File: config.mk
export PLATFORM = sky130hd
export DESIGN_NAME = fp_seq_divider
export DESIGN_NICKNAME = d
export VERILOG_FILES = /design/src/rtl/fp_seq_divider.sv
export SDC_FILE = /design/constraint.sdc
export NUM_CORES = 1
export LEC_CHECK = 0
export ABC_CLOCK_PERIOD_IN_PS = 3200
export BUFFER_PORTS_ARGS = -buffer_cell sky130_fd_sc_hd__buf_2
export CORE_UTILIZATION = 46
export CTS_CLUSTER_DIAMETER = 150
export DETAILED_ROUTE_END_ITERATION = 10
export PLACE_DENSITY = 0.71
export SLEW_MARGIN = 20
export SYNTH_ARGS = -nofsm -noshare
export SYNTH_HDL_FRONTEND = slang
export SYNTH_SLANG_ARGS = --single-unit
File: constraint.sdc
create_clock -name clk -period 3.2 [get_ports clk]
set_input_delay 0.64 -clock clk [delete_from_list [all_inputs] [get_ports clk]]
set_output_delay 0.64 -clock clk [all_outputs]
set_load 0.02 [all_outputs]
File: src/rtl/fp_seq_divider.sv
module fp_seq_divider (
  input  logic        clk,
  input  logic        rst_n,
  input  logic        start,
  input  logic [31:0] dividend,
  input  logic [31:0] divisor,
  output logic        busy,
  output logic        done,
  output logic [31:0] quotient,
  output logic        ovf,
  output logic        unf
);
  localparam int SW    = 24;
  localparam int RW    = 2 * SW;
  localparam int QW    = SW + 1;
  localparam int CW    = $clog2(QW + 1);
  localparam logic [CW-1:0] LAST = CW'(QW);

  logic [RW-1:0]       rem, dvs;
  logic [QW-1:0]       q;
  logic [CW-1:0]       cnt;
  logic                sgn, zdiv;
  logic signed [9:0]   exr;

  logic [RW:0]         trial;
  logic                ge;
  logic                lead;
  logic signed [9:0]   e_fin;
  logic [22:0]         frac;
  logic                too_big, too_small;
  logic [31:0]         packed_q;

  assign trial = {1'b0, rem} - {1'b0, dvs};
  assign ge    = ~trial[RW];

  assign lead      = q[QW-1];
  assign e_fin     = exr - (lead ? 10'sd0 : 10'sd1);
  assign frac      = lead ? q[23:1] : q[22:0];
  assign too_big   = zdiv | (e_fin > 10'sd254);
  assign too_small = ~zdiv & (e_fin < 10'sd1);
  assign packed_q  = too_big   ? {sgn, 8'hFF, 23'h0} :
                     too_small ? {sgn, 31'h0} :
                                 {sgn, e_fin[7:0], frac};

  always_ff @(posedge clk) begin
    if (!rst_n) begin
      busy     <= 1'b0;
      done     <= 1'b0;
      quotient <= '0;
      ovf      <= 1'b0;
      unf      <= 1'b0;
      rem      <= '0;
      dvs      <= '0;
      q        <= '0;
      cnt      <= '0;
      sgn      <= 1'b0;
      zdiv     <= 1'b0;
      exr      <= '0;
    end else begin
      done <= 1'b0;
      if (!busy) begin
        if (start) begin
          busy <= 1'b1;
          cnt  <= '0;
          q    <= '0;
          rem  <= {1'b1, dividend[22:0], {SW{1'b0}}};
          dvs  <= {1'b1, divisor[22:0], {SW{1'b0}}};
          sgn  <= dividend[31] ^ divisor[31];
          zdiv <= (divisor[30:0] == 31'h0);
          exr  <= $signed({2'b00, dividend[30:23]}) - $signed({2'b00, divisor[30:23]}) + 10'sd127;
        end
      end else if (cnt == LAST) begin
        busy     <= 1'b0;
        done     <= 1'b1;
        quotient <= packed_q;
        ovf      <= too_big;
        unf      <= too_small;
      end else begin
        if (ge) rem <= trial[RW-1:0];
        q   <= {q[QW-2:0], ge};
        dvs <= dvs >> 1;
        cnt <= cnt + 1'b1;
      end
    end
  end
endmodule

# After elaboration in Yosys (flattened, before gate mapping)
# Index checks and enable logic that the tools add are counted.
# word_totals
reg_bits	174
in_bits	67
output_inout_bits	36
elab_cells	56
# op_classes
addsub	5
magnitude_cmp	2
eq_ne	3
n_mux	21
bitwise_logic	6
n_reduce_logical	7
# ops
cell	n
48-bit two-way mux	7
25-bit two-way mux	3
31-bit two-way mux	2
48-bit by 48-bit subtractor with 49-bit output	1
31-bit logical NOT	1
23-bit two-way mux	1
5-bit two-way mux	3
9-bit by 8-bit adder with 10-bit output (second input constant)	1
10-bit by 9-bit > comparator with 1-bit output (second input constant)	1
10-bit by 2-bit < comparator with 1-bit output (second input constant)	1
10-bit by 2-bit subtractor with 10-bit output	1
8-bit by 8-bit subtractor with 9-bit output	1
2-bit AND reduction	4
5-bit by 1-bit adder with 5-bit output (second input constant)	1
5-bit == test (second input constant)	1
1-bit two-way mux	5
2-bit inequality test (second input constant)	2
1-bit NOT	3
3-bit AND reduction	1
2-bit nonzero test	1
1-bit bitwise AND	1
1-bit bitwise OR	1
1-bit XOR	1

# Longest topological paths before layout
# Gate-level depths: netlist of the first run.
# depth
depth_word	6
depth_mapped	15
mapped_depth_nobuf	13

# Least setup slack after synthesis of the first run
# OpenSTA, ideal clock, no wires.
# synth_path
kind	register -> register
from	reg q[24]
to	reg quotient[26]
setup_time_ns	0.115
arrival_ns	2.793
required_time_ns	3.085
path_slack_ns	0.293
stages_incl_launch_ff	14
path_buffers	2
period_less_slack_ns	2.907
cell_sequence	dfxtp_1 -> clkbuf_1 -> clkbuf_1 -> inv_1 -> ha_1 -> or3b_4 -> or3_4 -> nor4b_4 -> xor2_2 -> a41o_2 -> nand2b_4 -> a21oi_1 -> o21ai_1 -> and2_1
# synth_via
elab_chain_cells	6
word_cells_on_any_way	8
classes_between	add/sub (1); order compare (2); mux (3); bitwise (2)
# synth_rtl
element	line	text
start: declaration	20	logic [QW-1:0] q;
start signal: assignment	80	q <= {q[QW-2:0], ge};
1-bit two-way mux (*)	37	assign e_fin = exr - (lead ? 10'sd0 : 10'sd1);
10-bit by 2-bit subtractor with 10-bit output (*)	37	
10-bit by 2-bit < comparator with 1-bit output	40	assign too_small = ~zdiv & (e_fin < 10'sd1);
1-bit bitwise AND	40	
31-bit two-way mux	42	too_small ? {sgn, 31'h0} :
31-bit two-way mux (*)	41	assign packed_q = too_big ? {sgn, 8'hFF, 23'h0} :
end signal: assignment	75	quotient <= packed_q;
end: declaration	9	output logic [31:0] quotient,
# Every way passes the cells marked *; elsewhere a longest branch is shown, timed or not.
# A chain may end at the register's enable or synchronous reset.

# Final worst setup path of the first run
# layout_path
from	reg dvs[17]
to	reg rem[45]
# layout_via
elab_chain_cells	4
word_cells_on_any_way	6
classes_between	add/sub (1); eq/ne (1); mux (3); reduce/logical (1)
# layout_rtl
element	line	text
start: declaration	19	logic [RW-1:0] rem, dvs;
start signal: assignment	67	dvs <= {1'b1, divisor[22:0], {SW{1'b0}}};
start signal: assignment	81	dvs <= dvs >> 1;
48-bit by 48-bit subtractor with 49-bit output (*)	33	assign trial = {1'b0, rem} - {1'b0, dvs};
48-bit two-way mux	79	if (ge) rem <= trial[RW-1:0];
48-bit two-way mux	72	end else if (cnt == LAST) begin
48-bit two-way mux	61	if (!busy) begin
end signal: assignment	66	rem <= {1'b1, dividend[22:0], {SW{1'b0}}};
end signal: assignment	79	
end: declaration	19	
# Every way passes the cells marked *; elsewhere a longest branch is shown, timed or not. The select of a mux whose other input is x is not followed.

==> impl_metrics.toml, run 1 <==
[logic_synthesis]
ys_seq_area_share_pct = 31.9
synth_edf_count = 0
synth.cell_area_sq_um = 10900
synth_top_area_share_pct = 31.9
synthFlopType = "dfxtp_1"
yosysWarningCount = 0
async_reset_ff_share_pct = 0
yosysTopAreaCell = "dfxtp_1"
yosysUniqueCellTypes = 76
avgSynthCellArea_sq_um = 7.94
synth_fp_nets = 1504
ys_top_cells_by_area = "dfxtp_1, a21oi_1, ha_1"
synth-seq-cells = 174
synthCells = 1374

[clocking]
path_clk_slew_ns = 0.07
tritoncts = "done"
cts.htree.levels = 4
clockBufferDepth = 2
ctsHoldBuffers = 0
root_buffer = "clkbuf_16"
cts_inserted_buffers = 17
cts.sinks = 174
clk_latency_ns = 0.44

[worst_setup_path]
worstPathRequired_ns = 3.49
worstSetupPathType = "reg2reg"
crit_fanout = 41
end_kind = "register"
arrival_ns = 3.32
start_kind = "register"

[sta]
holdWs_ns = 0.454
min_period_ns = 3.03
max_slew_margin_pct = 39.4
maxSlewViolCount = 0
fin_setup_tns_ns = 0
grt_setup_unrepaired = "no"
finalSetupViolCount = 0
worst_slew_pin_slew_ns = 0.909
period_share_pct = 94.7
clock-skew-final_ns = 0.00900
finalHoldViolations = 0
max_freq_mhz = 330

[hold_path]
worstHoldPathType = "reg2reg"

[global_routing]
grt-ovfl-total = 0
grtUsageTotal_pct = 22.9
grt_pass1_vias = 9342
grt_max_degree = 84
antenna_found_initial = 2
grt_pass1_wl_mm = 45.4

[pwr]
ir_worst_vdd_mv = 0.419
power_density_nw_per_um2 = 628
p_leak_nw = 4.85
total_power_mw = 7.72

[floorplanning]
ios = 103
die_h_microns = 156
die-area_sq_um = 24300
rows = 55
fp.coreArea_sq_um = 22900
die_width_microns = 156
start_util_pct = 47.6

[layout]
drive_above_1_share_pct = 17.1
nNetsFinal = 1552
layout_commonest_cell = "dfxtp_1"
antenna_cells = 0
final_cell_mix = "dfxtp_1, a21oi_1, nand2_1"
syn2layout_area_growth_pct = 12.7

[placement]
place_congestion = 0.979
dpl.hpwl_mm = 19.3
portBuffers = 102

[drt]
viasPerCell = 5.70
drc = 0
wl_per_cell_microns = 15.7
first_pass_iters = 6
drtIter0Drc = 854
ant_nets = 0
routed_wl_mm = 27.5
routed-via-count = 9971

[outcome]
status = "complete, no violations"

[job]
drv_cap = 0
flip-flops by register name (all words and copies together) (netlist names):
signal,count
dvs,48
unf,1
q,25
quotient,32
exr,10
done,1
busy,1
zdiv,1
ovf,1
sgn,1
rem,48
cnt,5
kinds of logic after synthesis:
group / share of synthesized area, %
buffers and inverters: 6.17
AND/OR/NAND/NOR: 20.6
XOR/XNOR: 4.97
flip-flops: 31.9
multiplexers: 4.17
adder cells (fa/ha/maj): 7.36
AO/OA/AOI/OAI: 24.8
routing by layer:
metal | GRT usage [%] | share of wire, %
met5 | 0 | 0.044
met4 | 7.05 | 1.6
met3 | 3.33 | 4.9
met2 | 37.8 | 46
met1 | 30.6 | 47
path summary, 6_finish.rpt:
path	start	to	slack (ns)	cells after the start
max	dvs[17]$_SDFFE_PN0P_	rem[45]$_SDFFE_PN0P_	0.17	12
min	quotient[31]$_SDFFE_PN0P_	quotient[31]$_SDFFE_PN0P_	0.45	2
max reg2reg	dvs[17]$_SDFFE_PN0P_	rem[45]$_SDFFE_PN0P_	0.17	12
min reg2reg	quotient[31]$_SDFFE_PN0P_	quotient[31]$_SDFFE_PN0P_	0.45	2
worst max-delay path, cell delays in order (launching register included):
cell and delay [ns]:
dfxtp_1 0.35, inv_1 0.05, ha_1 0.34, a211oi_1 0.38, o211ai_1 0.15, a21boi_0 0.36
nand2_1 0.19, o21a_1 0.23, o21ai_1 0.18, nand3_1 0.12, buf_6 0.21, o22ai_1 0.23
a211oi_2 0.07
cell type report:
cell class	instances	area, sq um
clock buffer	17	425
clock inverter	15	199
fill	2146	10600
inverter	79	299
multi-input combinational	1029	6800
sequential	174	3480
tap	313	392
timing repair buffer	121	694
metrics by stage:
stage / area (sq um) / utilization, % / std cells / setup WS (ns)
floorplan: 10900 / - / 1374 / 0.293
global placement: 11600 / 50.8 / 1716 / 0.199
detailed placement: 11600 / 50.8 / 1716 / 0.103
CTS: 12300 / 53.5 / 1748 / 0.146
global route: 12300 / 53.7 / 1748 / 0.00629
finish: 12300 / 53.7 / 1748 / 0.170
report_power, final:
part,leakage (nW),internal [mW],total (mW),switching [mW]
Clock,0.300,1.13,2.15,1.02
Combinational,3.13,1.28,3.18,1.90
Sequential,1.42,2.30,2.40,0.0977
what timing repair did:
| action | 4_1_cts | 5_1_grt |
|---|---|---|
| setup endpoints to repair | 0 | 40 |
| buffers inserted | 0 | 0 |
| gates resized for setup | 0 | 9 |
| hold endpoints to repair | 0 | 0 |
Yosys cell counts (9+ instances only):
master and n:
a211oi_1 40, a21o_1 22, a21oi_1 162, a22oi_1 15, a22oi_2 20, and2_1 10, clkbuf_1 79, dfxtp_1 174
ha_1 61, inv_1 78, mux2_2 27, mux2i_1 14, nand2_1 144, nand2b_1 12, nand3_1 82, nand4_1 18
nor2_1 92, nor2b_1 22, nor3_1 19, nor4_1 10, o21a_1 12, o21ai_0 49, o21ai_1 13, or2_2 9
xnor2_1 30, xor2_1 30
Power figures use the tool's default switching activity.
==> run 2, diff against run 1 <==
--- a/config.mk
+++ b/config.mk
@@ -5,7 +5,7 @@
 export SDC_FILE = /design/constraint.sdc
 export NUM_CORES = 1
 export LEC_CHECK = 0
-export ABC_CLOCK_PERIOD_IN_PS = 3200
+export ABC_CLOCK_PERIOD_IN_PS = 3050
 export BUFFER_PORTS_ARGS = -buffer_cell sky130_fd_sc_hd__buf_2
 export CORE_UTILIZATION = 46
 export CTS_CLUSTER_DIAMETER = 150
==> constraint.sdc (replaced) <==
create_clock -name clk -period 3.05 [get_ports clk]
set_input_delay 0.61 -clock clk [delete_from_list [all_inputs] [get_ports clk]]
set_output_delay 0.61 -clock clk [all_outputs]
set_load 0.02 [all_outputs]
==> run 2 against run 1 <==
Against the previous run:
- worst hold slack got worse by 0.0051 ns
- via count increased by 1.2%
- combinational power increased by 9.1%
- clock skew increased by 0.0087 ns
- critical path depth increased by 1
- first-iteration DRC count decreased by 26%
- core utilization increased by 0.66 points
- critical path type unchanged
- largest cell class unchanged
- largest power group unchanged
- highest routed layer is now met4
==> impl_metrics.toml, run 2 (synthesized netlist as in run 1, its figures left out) <==
[worst_setup_path]
slowest_stage = "or3_4"
end_kind = "register"
start_kind = "register"
worstSetupPathType = "reg2reg"
ff2ff_path_depth = 13
slowest_delay_ns = 0.44
reg2reg_slack_ns = 0.10
crit_fanout = 5
path_cells = "inv_1, ha_1, inv_1, fa_1, a211oi_2, o21ai_1, o21ai_2, a2111oi_1, or3_4, a221oi_4, xnor2_2, mux2i_1, a21oi_1"
worstReg2RegStart = "rem[0]$_SDFFE_PN0P_"
arrival_ns = 3.32
cp_common_cell = "inv_1"
worstPathRequired_ns = 3.42
r2r_end = "rem[38]$_SDFFE_PN0P_"

[floorplanning]
ios = 103
rows = 55
die_h_microns = 156
die_width_microns = 156
start_util_pct = 47.6
die-area_sq_um = 24300
fp.coreArea_sq_um = 22900

[clocking]
root_buffer = "clkbuf_16"
cts_inserted_buffers = 17
tritoncts = "done"
clk_latency_ns = 0.44
path_clk_slew_ns = 0.08
clockBufferDepth = 2
cts.sinks = 174
cts.htree.levels = 4
ctsHoldBuffers = 0

[global_routing]
grtUsageTotal_pct = 23.5
grt_max_degree = 84
grt_pass1_vias = 9477
antenna_found_initial = 1
grt-ovfl-total = 0
grt_pass1_wl_mm = 46.5

[drt]
drc = 0
wl_per_cell_microns = 16.0
viasPerCell = 5.73
routed-via-count = 10090
ant_nets = 0
drtIter0Drc = 633
routed_wl_mm = 28.1
first_pass_iters = 5

[sta]
min_period_ns = 2.95
finalHoldViolations = 0
finalSetupViolCount = 0
worst_slew_pin_slew_ns = 0.834
max_freq_mhz = 339
grt_setup_unrepaired = "yes"
period_share_pct = 96.7
clock-skew-final_ns = 0.0177
max_slew_margin_pct = 44.4
maxSlewViolCount = 0

[placement]
place_congestion = 0.907
dpl.hpwl_mm = 19.5
portBuffers = 102
placed_cell_area_sq_um = 11700

[pwr]
clkPwrFrac_pct = 27.4
p_int_mw = 4.95
p_sw_share_pct = 39.9
power_density_nw_per_um2 = 662
power.switching_mw = 3.29
p_comb_share_pct = 42.1
seqPwrFrac_pct = 30.5
p_leak_nw = 4.91
ir_worst_vdd_mv = 0.363

[hold_path]
worstHoldPathType = "in2reg"
holdPathStages = 3
whs_endpoint = "rem[30]$_SDFFE_PN0P_"
min_from = "dividend[6]"

[layout]
layout_commonest_cell = "dfxtp_1"
drive_above_1_share_pct = 18.4
syn2layout_area_growth_pct = 14.1
final_util_pct = 54.3
final_cell_mix = "dfxtp_1, a21oi_1, nand2_1"
top_regs = "dvs x48, rem x48, quotient x32"
final_design_area_no_fill_sq_um = 12400
nNetsFinal = 1563

[job]
drv_cap = 0

[outcome]
status = "complete, no violations"
run 2: changes by cell type in the layout (fill, tap and decap cells not counted), sizes merged:
| cell | delta |
|---|---|
| nor2 | +1 |
| diode | +1 |
| buf | +10 |
| clkinvlp | -1 |
| clkinv | +2 |
| bufinv | -1 |
run 2: layout make-up:
type                       instances  area, sq um
antenna                            1         2.50
clock buffer                      17          425
clock inverter                    15          209
fill                            2166        10500
inverter                          79          299
multi-input combinational       1030         6870
sequential                       174         3480
tap                              313          392
timing repair buffer             131          766
run 2: how the worst max path moves through the flow:
stage,from,end,slack [ns],cells after the start
floorplan,q[24]$_SDFFE_PN0P_,quotient[26]$_SDFFE_PN0P_,0.14,13
global placement,divisor[24],exr[8]$_SDFFE_PN0P_,0.06,12
detailed placement,rem[0]$_SDFFE_PN0P_,rem[38]$_SDFFE_PN0P_,-0.007,13
CTS,q[24]$_SDFFE_PN0P_,quotient[2]$_SDFFE_PN0P_,0.01,10
global route,rem[0]$_SDFFE_PN0P_,rem[38]$_SDFFE_PN0P_,-0.13,13
finish,rem[0]$_SDFFE_PN0P_,rem[38]$_SDFFE_PN0P_,0.10,13
run 2: critical path, delay by kind of cell (launching register included):
| family | cells | cell delay [ns] |
|---|---|---|
| buffers and inverters | 2 | 0.13 |
| and+or+nand+nor | 1 | 0.44 |
| AOI/OAI and AO/OA | 6 | 1.17 |
| DFF | 1 | 0.30 |
| xor gates and xnor gates | 1 | 0.16 |
| adders and majority gates | 2 | 0.58 |
| muxes | 1 | 0.11 |
run 2: per-stage QoR:
stage          setup slack [ns]  TNS, ns  power [mW]  hold WS (ns)  std cells
4_1_cts                  0.0141        0        8.09         0.437       1757
3_3_place_gp             0.0599        0        5.77         0.443       1725
5_1_grt                  -0.132   -0.387        8.72         0.463       1759
6_report                  0.101        0        8.24         0.449       1760
3_5_place_dp           -0.00748  -0.0127        5.79         0.446       1725
2_1_floorplan             0.143        0        5.03         0.432       1374
run 2: repair_timing:
item,in CTS,in global routing
cloned,0,1
endpoints found under the hold margin,0,0
setup buffers,0,1
gates resized for setup,1,21
pin swaps,1,6
setup endpoints to repair,1,72
run 2: routing by layer:
layer / track usage, % / wire [microns] / vias up
met5: 0 / 0 / -
met3: 4.00 / 1360 / 35
li1: - / - / 5010
met4: 7.56 / 455 / 0
met2: 38.8 / 13100 / 262
met1: 31.0 / 13100 / 4783
run 2: power groups by stage:
stage          Clock (mW)  Sequential (mW)  Combinational, mW
2_1_floorplan           0             2.53               2.49
3_3_place_gp            0             2.56               3.21
3_5_place_dp            0             2.56               3.23
4_1_cts              2.29             2.51               3.29
5_1_grt              2.40             2.53               3.79
6_report             2.26             2.52               3.47
